`src/rtl/bsh_pkg.sv`:
```
package bsh_pkg;
    typedef enum logic [1:0] {
        SHK_LSL = 2'b00,
        SHK_LSR = 2'b01,
        SHK_ASR = 2'b10,
        SHK_ROR = 2'b11
    } shift_kind_e;
endpackage

```
`src/rtl/bsh_amount_classify.sv`:
```
module bsh_amount_classify #(
    parameter int WIDTH    = 32,
    parameter int AMT_BITS = 8,
    parameter int SHW      = $clog2(WIDTH)
) (
    input  logic [AMT_BITS-1:0] amt_i,
    output logic                is_zero_o,
    output logic                is_full_o,
    output logic                is_over_o,
    output logic [SHW-1:0]      low_o,
    output logic                low_zero_o
);
    localparam logic [AMT_BITS-1:0] FULL_AMT = AMT_BITS'(WIDTH);

    assign is_zero_o  = (amt_i == '0);
    assign is_full_o  = (amt_i == FULL_AMT);
    assign is_over_o  = (amt_i > FULL_AMT);
    assign low_o      = amt_i[SHW-1:0];
    assign low_zero_o = (amt_i[SHW-1:0] == '0);
endmodule

```
`src/rtl/bsh_bit_reverse.sv`:
```
module bsh_bit_reverse #(
    parameter int WIDTH = 32
) (
    input  logic [WIDTH-1:0] in_i,
    output logic [WIDTH-1:0] out_o
);
    generate
        for (genvar i = 0; i < WIDTH; i++) begin : g_rev
            assign out_o[i] = in_i[WIDTH-1-i];
        end
    endgenerate
endmodule

```
`src/rtl/bsh_shift_core.sv`:
```
module bsh_shift_core #(
    parameter int WIDTH = 32,
    parameter int SHW   = $clog2(WIDTH)
) (
    input  logic [WIDTH-1:0] data_i,
    input  logic             fill_i,
    input  logic             rot_i,
    input  logic [SHW-1:0]   dist_i,
    output logic [WIDTH-1:0] data_o,
    output logic             tap_o
);
    logic [WIDTH-1:0] stg [0:SHW];
    logic [SHW-1:0]   tap_idx;

    assign stg[0] = data_i;

    generate
        for (genvar k = 0; k < SHW; k++) begin : g_stage
            localparam int STEP = 1 << k;
            logic [WIDTH-1:0] moved;
            assign moved = rot_i ? {stg[k][STEP-1:0], stg[k][WIDTH-1:STEP]}
                                 : {{STEP{fill_i}}, stg[k][WIDTH-1:STEP]};
            assign stg[k+1] = dist_i[k] ? moved : stg[k];
        end
    endgenerate

    assign data_o  = stg[SHW];
    assign tap_idx = dist_i - SHW'(1);
    assign tap_o   = data_i[tap_idx];
endmodule

```
`src/rtl/bsh_carry_shifter.sv`:
```
module bsh_carry_shifter
    import bsh_pkg::*;
#(
    parameter int WIDTH     = 32,
    parameter int AMT_REG_W = 32,
    parameter int AMT_BITS  = 8
) (
    input  logic [WIDTH-1:0]     val_i,
    input  logic [AMT_REG_W-1:0] amt_i,
    input  logic [1:0]           kind_i,
    input  logic                 carry_i,
    output logic [WIDTH-1:0]     res_o,
    output logic                 carry_o
);
    localparam int SHW = $clog2(WIDTH);

    typedef struct packed {
        logic [WIDTH-1:0] value;
        logic             carry;
    } shout_t;

    shift_kind_e         kind;
    logic [AMT_BITS-1:0] dist_byte;
    logic                is_zero, is_full, is_over, low_zero;
    logic [SHW-1:0]      low;
    logic [WIDTH-1:0]    val_rev, core_in, core_out, core_out_rev;
    logic                core_tap, fill, rot;
    shout_t              out_d;

    assign kind      = shift_kind_e'(kind_i);
    assign dist_byte = amt_i[AMT_BITS-1:0];

    bsh_amount_classify #(.WIDTH(WIDTH), .AMT_BITS(AMT_BITS), .SHW(SHW)) u_classify (
        .amt_i      (dist_byte),
        .is_zero_o  (is_zero),
        .is_full_o  (is_full),
        .is_over_o  (is_over),
        .low_o      (low),
        .low_zero_o (low_zero)
    );

    bsh_bit_reverse #(.WIDTH(WIDTH)) u_rev_in (
        .in_i  (val_i),
        .out_o (val_rev)
    );

    assign core_in = (kind == SHK_LSL) ? val_rev : val_i;
    assign fill    = (kind == SHK_ASR) ? val_i[WIDTH-1] : 1'b0;
    assign rot     = (kind == SHK_ROR);

    bsh_shift_core #(.WIDTH(WIDTH), .SHW(SHW)) u_core (
        .data_i (core_in),
        .fill_i (fill),
        .rot_i  (rot),
        .dist_i (low),
        .data_o (core_out),
        .tap_o  (core_tap)
    );

    bsh_bit_reverse #(.WIDTH(WIDTH)) u_rev_out (
        .in_i  (core_out),
        .out_o (core_out_rev)
    );

    always_comb begin
        out_d.value = core_out;
        out_d.carry = core_tap;
        if (is_zero) begin
            out_d.value = val_i;
            out_d.carry = carry_i;
        end else begin
            unique case (kind)
                SHK_LSL: begin
                    if (is_full) begin
                        out_d.value = '0;
                        out_d.carry = val_i[0];
                    end else if (is_over) begin
                        out_d.value = '0;
                        out_d.carry = 1'b0;
                    end else begin
                        out_d.value = core_out_rev;
                        out_d.carry = core_tap;
                    end
                end
                SHK_LSR: begin
                    if (is_full) begin
                        out_d.value = '0;
                        out_d.carry = val_i[WIDTH-1];
                    end else if (is_over) begin
                        out_d.value = '0;
                        out_d.carry = 1'b0;
                    end
                end
                SHK_ASR: begin
                    if (is_full || is_over) begin
                        out_d.value = {WIDTH{val_i[WIDTH-1]}};
                        out_d.carry = val_i[WIDTH-1];
                    end
                end
                SHK_ROR: begin
                    if (low_zero) begin
                        out_d.value = val_i;
                        out_d.carry = val_i[WIDTH-1];
                    end
                end
                default: ;
            endcase
        end
    end

    assign res_o   = out_d.value;
    assign carry_o = out_d.carry;
endmodule


```
`config.mk`:
```
export PLATFORM = sky130hd
export DESIGN_NAME = bsh_carry_shifter
export DESIGN_NICKNAME = d
export VERILOG_FILES = /design/src/rtl/bsh_pkg.sv /design/src/rtl/bsh_amount_classify.sv /design/src/rtl/bsh_bit_reverse.sv /design/src/rtl/bsh_shift_core.sv /design/src/rtl/bsh_carry_shifter.sv
export SDC_FILE = /design/constraint.sdc
export NUM_CORES = 1
export LEC_CHECK = 0
export BUFFER_PORTS_ARGS = -buffer_cell sky130_fd_sc_hd__buf_2
export CAP_MARGIN = 20
export CORE_UTILIZATION = 40
export DETAILED_ROUTE_END_ITERATION = 8
export SLEW_MARGIN = 30
export SYNTH_ARGS = -nofsm -noshare
export SYNTH_HDL_FRONTEND = slang
export SYNTH_SLANG_ARGS = --single-unit
```
`constraint.sdc`:
```
create_clock -name vclk -period 8.2
set_input_delay 0.82 -clock vclk [all_inputs]
set_output_delay 0.82 -clock vclk [all_outputs]
set_load 0.05 [all_outputs]
```
After elaboration in Yosys (flattened, before gate mapping)
Index checks and enable logic that the tools add are counted.
{"block": "word_totals", "regBits": 0, "out_inout_bits": 33, "elab_cells": 33}
{"block": "classes", "reduce_logical": 4, "n_eq_ne": 4, "muxes": 22, "addsub": 1, "magnitude_cmp": 2}
{"cell": "$mux 32", "n": 11}
{"cell": "$mux 33", "n": 7}
{"cell": "$pmux 33 s4", "n": 1}
{"cell": "$eq 8x6->1 const B", "n": 1}
{"cell": "$gt 8x6->1 const B", "n": 1}
{"cell": "$logic_not 8->1", "n": 1}
{"cell": "$lt 5x6->1 const B", "n": 1}
{"cell": "$bmux 1 s5", "n": 1}
{"cell": "$logic_not 5->1", "n": 1}
{"cell": "$sub 5x1->5 const B", "n": 1}
{"cell": "$eq 2x2->1 const B", "n": 2}
{"cell": "$eq 2x1->1 const B", "n": 1}
{"cell": "$logic_not 2->1", "n": 1}
{"cell": "$mux 1", "n": 2}
{"cell": "$logic_or 1x1->1", "n": 1}

Longest topological paths before layout
Gate-level depths: netlist of the first run.
{"block": "depth", "ltp_word": 16, "ltp_mapped": 15, "mapped_depth_nobuf": 10}

Hierarchy
A second synthesis of the first run with hierarchy kept.
{"block": "unflattened", "cells_unflattened": 619, "hier_area_um2": 5260.0}
{"module": "bsh_shift_core", "cells_each": 262, "seq_area_each_um2": 0.0, "area_each_um2": 2528.7, "instances": 1}
{"module": "bsh_carry_shifter", "cells_each": 281, "seq_area_each_um2": 0.0, "area_each_um2": 2159.6, "instances": 1}
{"module": "bsh_bit_reverse", "cells_each": 32, "seq_area_each_um2": 0.0, "area_each_um2": 240.2, "instances": 2}
{"module": "bsh_amount_classify", "cells_each": 12, "seq_area_each_um2": 0.0, "area_each_um2": 91.3, "instances": 1}

Worst setup path before layout of the first run
Ideal clock, no wire load.
{"block": "synth_path", "path_kind": "input -> output", "from": "input amt_i[1]", "to": "output res_o[21]", "slack_ps": 3050, "t_required_ps": 7380, "t_arrival_ps": 4330, "path_stages": 12, "path_buffers": 4, "path_cell_list": "buf_2 -> inv_1 -> buf_2 -> buf_1 -> ha_1 -> or3b_2 -> clkbuf_1 -> nor2_1 -> nand2_1 -> nand2_1 -> a2111oi_0 -> a211oi_1"}
{"block": "synth_via", "elab_chain_cells": 11, "elab_cells_between_ends": 20, "classes_between": "order compare: 1; eq/ne: 1; mux: 15; reduce/logical: 3"}
{"item": "start: declaration", "line_no": "bsh_carry_shifter.sv:9", "rtl": "input logic [AMT_REG_W-1:0] amt_i,"}
{"item": "$mux 32", "line_no": "bsh_shift_core.sv:23", "rtl": "assign stg[k+1] = dist_i[k] ? moved : stg[k];"}
{"item": "$mux 32", "line_no": "bsh_shift_core.sv:21", "rtl": "assign moved = rot_i ? {stg[k][STEP-1:0], stg[k][WIDTH-1:STEP]}"}
{"item": "$mux 32", "line_no": "bsh_shift_core.sv:23"}
{"item": "$mux 32", "line_no": "bsh_shift_core.sv:21"}
{"item": "$mux 32", "line_no": "bsh_shift_core.sv:23"}
{"item": "$mux 32", "line_no": "bsh_shift_core.sv:21"}
{"item": "$mux 32", "line_no": "bsh_shift_core.sv:23"}
{"item": "$mux 33 (on tied branches)", "line_no": "bsh_carry_shifter.sv:89, bsh_carry_shifter.sv:77"}
{"item": "$mux 33 (on tied branches)", "line_no": "bsh_carry_shifter.sv:86, bsh_carry_shifter.sv:74"}
{"item": "$pmux 33 s4", "line_no": "bsh_carry_shifter.sv:72", "rtl": "unique case (kind)"}
{"item": "$mux 33 *", "line_no": "bsh_carry_shifter.sv:68", "rtl": "if (is_zero) begin"}
{"item": "end: declaration", "line_no": "bsh_carry_shifter.sv:12", "rtl": "output logic [WIDTH-1:0] res_o,"}
Every way passes the cells marked *; elsewhere a longest branch is shown, timed or not.

Worst setup path after layout of the first run
{"block": "layout_path", "from": "input kind_i[1]", "to": "output res_o[21]"}
{"block": "layout_via", "elab_chain_cells": 16, "elab_cells_between_ends": 24, "classes_between": "eq/ne: 3; mux: 20; reduce/logical: 1"}
{"item": "start: declaration", "line_no": "bsh_carry_shifter.sv:10", "rtl": "input logic [1:0] kind_i,"}
{"item": "$logic_not 2->1", "line_no": "bsh_carry_shifter.sv:47, bsh_carry_shifter.sv:72"}
{"item": "$mux 32", "line_no": "bsh_carry_shifter.sv:47", "rtl": "assign core_in = (kind == SHK_LSL) ? val_rev : val_i;"}
{"item": "$mux 32", "line_no": "bsh_shift_core.sv:21"}
{"item": "$mux 32", "line_no": "bsh_shift_core.sv:23"}
{"item": "$mux 32", "line_no": "bsh_shift_core.sv:21"}
{"item": "$mux 32", "line_no": "bsh_shift_core.sv:23"}
{"item": "$mux 32", "line_no": "bsh_shift_core.sv:21"}
{"item": "$mux 32", "line_no": "bsh_shift_core.sv:23"}
{"item": "$mux 32", "line_no": "bsh_shift_core.sv:21"}
{"item": "$mux 32", "line_no": "bsh_shift_core.sv:23"}
{"item": "$mux 32", "line_no": "bsh_shift_core.sv:21"}
{"item": "$mux 32", "line_no": "bsh_shift_core.sv:23"}
{"item": "$mux 33 (on tied branches)", "line_no": "bsh_carry_shifter.sv:89, bsh_carry_shifter.sv:77"}
{"item": "$mux 33 (on tied branches)", "line_no": "bsh_carry_shifter.sv:86, bsh_carry_shifter.sv:74"}
{"item": "$pmux 33 s4 *", "line_no": "bsh_carry_shifter.sv:72"}
{"item": "$mux 33 *", "line_no": "bsh_carry_shifter.sv:68"}
Marks and branches as above.

==> impl_metrics.ini, run 1 <==
[worst_setup_path]
crit_type = input pin to primary output
critical_path.cell_chain = buf_2 > or2_2 > buf_4 > o32ai_1 > o21ai_0 > a21oi_1 > nor3_1 > o21ai_1 > a2111oi_0 > a211oi_1 > buf_2
slowest_stage = or2_2
worst-path-max-fanout = 29
endpoint_kind = primary output
crit_path_frequent_cell = buf_2
max_stage_delay_ns = 0.77
startpoint = kind_i[1]
cp.arrival_ns = 5.07
cp-start-kind = input pin
required_ns = 7.38

[routing]
post_drt_wl_per_cell_um = 30.5
drc = 0
dr.pass1.iters = 7
drt_iter0_drc = 1161
num_vias = 7091
final_antenna_net_count = 0
routed_wl_mm = 28.1
viasPerCell = 7.72

[clock_network]
cts_resized = 0
ctsHoldBuffers = 0
post-cts-setup-buffers = 0

[job]
maxCapViolCount = 0

[synthesis]
synth_nets = 807
yosys_warnings = 0
yosys.area_share.xor_xnor_pct = 0.318
synth_cell_type_count = 75
synth_fa_ha_area_share_pct = 0.227
synth_mux_area_share_pct = 37.7
yosysSeqAreaShare_pct = 0
synth_area_um2 = 5520
synth_top_family_by_area = multiplexers
synthCells = 739
synthSimpleGateAreaFrac_pct = 17.0
avgSynthCellArea_um2 = 7.46
synth-compound-area-share_pct = 35.6

[floorplan]
fp-row-count = 42
die_h_um = 119
initial_core_util_pct = 41.3
dieArea_um2 = 14300
core_um2 = 13300
ioPinCount = 100
die_w_um = 119

[sta]
finalSetupViolations = 0
worst_slack_ns = 2.31
setup-tns-final_ns = 0
fmax_mhz = 170
rsz0062_at_grt = no
relSlewSlack_pct = 37.3
fin_crit_sh_pct = 71.8
tightest_slew_ns = 0.934
hold_viol_final = 0
final_max_slew_viol_count = 0
layout_min_cycle_time_ns = 5.89

[final_layout]
mostFrequentLayoutCell = buf_2
design.seq.count = 0
diodes = 0
layout_common_cells = 75 x buf_2, 74 x nor2_1, 66 x nand2_1, 66 x a21oi_1, 64 x mux2i_1
area_growth_pct = 5.06
drive_above_1_share_pct = 24.0
fin_nets = 813
regArea_um2 = 0
num-clock-buffers = 0

[grt]
grt_max_degree = 47
grt_pass1_wl_mm = 42.4
gr-total-overflow = 0
grt_pass1_vias = 6688
grt_usage_pct = 39.2
antenna_found_initial = 1

[placed_design]
globalplace.congestion = 1.01
pre_cts_ws_ns = 2.55
dp.final_hpwl_mm = 19.8
portBuffers = 76

[hold_path]
min_path_type = input pin to primary output
hp-start = val_i[14]

[power_and_ir_drop]
power.leakage_nw = 2.27
powerDensity_nw_per_um2 = 89.5
ir_drop_mv = 0.0462

[run_status]
status = finished clean
report_power, final:
part	switching [mW]	internal, mW	leakage (nW)	total, mW
registers	0	0	0	0
logic	0.346	0.173	2.27	0.519
clock network	0	0	0	0
total	0.346	0.173	2.27	0.519
synth_stat cells, types with 9 or more instances:
cell type  count  area (um2)
nor2_1        74         278
a21oi_1       67         335
nand2_1       66         248
mux2i_1       64         641
o21ai_0       58         290
clkbuf_1      53         199
mux4_2        42         946
mux2_2        22         248
a211oi_1      17         128
nand3_1       16        80.1
a22oi_1       15         113
nor3_1        15        75.1
buf_2         14        70.1
o211ai_1      13        97.6
o31ai_1       12        90.1
o21a_1        11        82.6
a221oi_1      10        87.6
mux4_1         9         236
o221ai_1       9        78.8
o22ai_1        9        56.3
path summary, 6_finish.rpt:
kind | end | cells after the start
setup / recovery | res_o[21] | 11
hold / removal | res_o[14] | 4
per-stage QoR:
stage / power (mW) / instance area (um2) / cells / hold slack [ns] / util [%]
5_1_grt: 0.541 / 5800 / 919 / 2.25 / 43.4
6_report: 0.519 / 5800 / 919 / 2.23 / 43.4
3_5_place_dp: 0.500 / 5790 / 919 / 2.21 / 43.3
4_1_cts: 0.502 / 5790 / 919 / 2.21 / 43.3
2_1_floorplan: 0.367 / 5520 / 739 / 1.92 / -
3_3_place_gp: 0.497 / 5780 / 919 / 2.20 / 43.3
logic make-up after synthesis:
family,count (synthesis)
xor+xnor,2
buf+inv,99
mux,138
simple gates,207
compound gates,292
fa+ha+maj,1
layout make-up:
class | count | area [um2]
Tap cell | 176 | 220
Multi-Input combinational cell | 640 | 5030
Timing Repair Buffer | 92 | 503
Fill cell | 1412 | 7550
Inverter | 11 | 41.3
metal layers:
metal	GRT usage [%]	up-vias	wire (um)	share of wire, %
met5	0	-	0	0
met4	18.8	0	1550	5.5
met3	10.2	117	3930	14
met2	58.6	622	11900	43
met1	52.4	3412	10600	38
li1	-	2940	-	-
worst max-delay path: cells and delay by family:
family	cells	cell delay, ns
and+or+nand+nor	2	1.13
AOI/OAI and AO/OA	6	1.84
buffers and inverters	3	1.26
(Power assumes the default switching activity.)
==> run 2, diff against run 1 <==
--- a/config.mk
+++ b/config.mk
@@ -5,6 +5,7 @@
 export SDC_FILE = /design/constraint.sdc
 export NUM_CORES = 1
 export LEC_CHECK = 0
+export ABC_AREA = 1
 export BUFFER_PORTS_ARGS = -buffer_cell sky130_fd_sc_hd__buf_2
 export CAP_MARGIN = 20
 export CORE_UTILIZATION = 40
==> constraint.sdc (replaced) <==
create_clock -name vclk -period 5
set_input_delay 0.5 -clock vclk [all_inputs]
set_output_delay 0.5 -clock vclk [all_outputs]
set_load 0.05 [all_outputs]
==> run 2 against run 1 <==
Via count is 0.72% higher. Largest cell class unchanged. Final area is 13% lower. Sequential share of layout area stayed put. Combinational power is 34% higher. Hold slack worse by 0.81 ns. Synthesized cell count is 39% higher. Sequential cell count stayed put. Clock-buffer cell count stayed put. Area after synthesis is 15% lower. Utilization is 0.85 points higher. Non-clock buffer count is 4 higher. Die area is 15% lower.
==> impl_metrics.ini, run 2 <==
[final_layout]
design.seq.count = 0
regArea_um2 = 0
drive_above_1_share_pct = 12.7
num-clock-buffers = 0
mostFrequentLayoutCell = nand2_1
area_growth_pct = 7.62
diodes = 0
fin_nets = 1122
layout_common_cells = 428 x nand2_1, 351 x nand3_1, 76 x buf_2
final_area_um2 = 5050
fill_cells = 1335

[floorplan]
die_w_um = 110
core_um2 = 11400
fp-row-count = 39
initial_core_util_pct = 41.1
dieArea_um2 = 12200
die_h_um = 110
ioPinCount = 100

[power_and_ir_drop]
power.leakage_nw = 2.87
clkPwrFrac_pct = 0
intPower_mw = 0.189
p_comb_share_pct = 100.0
ir_drop_mv = 0.0653
powerDensity_nw_per_um2 = 138
p_sw_mw = 0.508
swShare_pct = 72.9
p_seq_share_pct = 0

[synthesis]
yosysSeqAreaShare_pct = 0
avgSynthCellArea_um2 = 4.56
synth.largest_area_cell = nand3_1
synth_area_leaders = nand3_1 37%, nand2_1 34%, o21ai_0 3.9%, buf_2 3.7%, inv_1 3.2%
synth_nets = 1097
synth_top_family_by_area = simple AND/OR/NAND/NOR gates
synth_fa_ha_area_share_pct = 0.266
yosys_warnings = 0
synth-compound-area-share_pct = 8.98
synth_top_area_share_pct = 37.4
yosysMostFrequentCell = nand2_1
synthCells = 1029
yosys.area_share.xor_xnor_pct = 0.373
synth_cell_type_count = 30
synth_mux_area_share_pct = 0
yosys-top-cells-count = 428 x nand2_1, 351 x nand3_1, 40 x inv_1
synthSimpleGateAreaFrac_pct = 78.4
synth_area_um2 = 4700

[grt]
grt_pass1_wl_mm = 31.4
grt_usage_pct = 33.4
grt_max_degree = 61
gr-total-overflow = 0
grt_pass1_vias = 5845
antenna_found_initial = 0

[clock_network]
ctsHoldBuffers = 0
post-cts-setup-buffers = 0
cts_resized = 0

[hold_path]
min_path_type = input pin to primary output
hp-start = val_i[16]

[sta]
setup-tns-final_ns = 0
tightest_slew_ns = 0.930
relSlewSlack_pct = 37.9
fmax_mhz = 274
layout_min_cycle_time_ns = 3.64
rsz0062_at_grt = no
finalSetupViolations = 0
final_max_slew_viol_count = 0
hold_viol_final = 0
fin_crit_sh_pct = 72.9

[worst_setup_path]
crit_type = input pin to primary output
cp.arrival_ns = 3.14
endpoint_kind = primary output
worst-path-max-fanout = 60
startpoint = amt_i[3]
cp-start-kind = input pin
required_ns = 4.50

[routing]
post_drt_wl_per_cell_um = 17.1
num_vias = 7142
viasPerCell = 5.98
dr.pass1.iters = 8
final_antenna_net_count = 0
routed_wl_mm = 20.5
drc = 0
drt_iter0_drc = 1338

[run_status]
status = finished clean

[placed_design]
placed_area_um2 = 5050
portBuffers = 76
globalplace.congestion = 1.02
dp.final_hpwl_mm = 15.6

[job]
maxCapViolCount = 0
run 2: cell count changes after synthesis, moves of 32 or more:
| cell | delta |
|---|---|
| nand2_1 | +362 |
| nand3_1 | +335 |
| mux2i_1 | -64 |
| nor2_1 | -60 |
| mux4_2 | -42 |
| a21oi_1 | -40 |
| inv_1 | +32 |
run 2: power by group through the flow:
stage | registers, mW | clock network, mW | logic [mW]
global route | 0 | 0 | 0.759
CTS | 0 | 0 | 0.680
global placement | 0 | 0 | 0.677
floorplan | 0 | 0 | 0.501
detailed placement | 0 | 0 | 0.678
finish | 0 | 0 | 0.697
run 2: through the flow:
stage	hold slack [ns]	worst slack [ns]	utilization (%)	total power [mW]	instances
6_report	1.42	1.36	44.3	0.697	1195
5_1_grt	1.45	1.15	44.3	0.759	1195
4_1_cts	1.43	1.44	44.3	0.680	1195
3_5_place_dp	1.43	1.45	44.3	0.678	1195
3_3_place_gp	1.43	1.47	44.3	0.677	1195
2_1_floorplan	1.28	1.65	-	0.501	1029
run 2: area by class of cell:
class | count | area, um2 | area share (%)
Inverter | 49 | 185 | 3.66
Tap cell | 143 | 179 | 3.54
Timing Repair Buffer | 96 | 543 | 10.7
Multi-Input combinational cell | 907 | 4150 | 82.1
run 2: logic make-up after synthesis:
family | Yosys count
compound gates | 80
xor+xnor | 2
fa+ha+maj | 1
buf+inv | 122
simple gates | 824
run 2: worst max-delay path, cell delays in order:
cell and delay [ns]:
buf_2 0.43, clkinv_1 0.21, buf_4 0.24, nand3_1 0.19, nor2_2 0.13, inv_2 0.13, buf_4 0.47, o21ai_0 0.14
o21bai_1 0.21, nand3_1 0.10, nand2_1 0.07, nand2_1 0.06, buf_2 0.26
run 2: per-layer routing:
layer / GRT usage, % / wire [um] / part of all wire, %
met1: 48.7 / 8610 / 42
met3: 4.47 / 2520 / 12
met2: 51.9 / 8940 / 44
met5: 0 / 0 / 0
met4: 6.39 / 413 / 2.0
run 2: worst paths after layout:
kind | end | slack (ns) | cells after the start
worst max-delay path | res_o[0] | 1.36 | 13
worst min-delay path | res_o[16] | 1.42 | 4
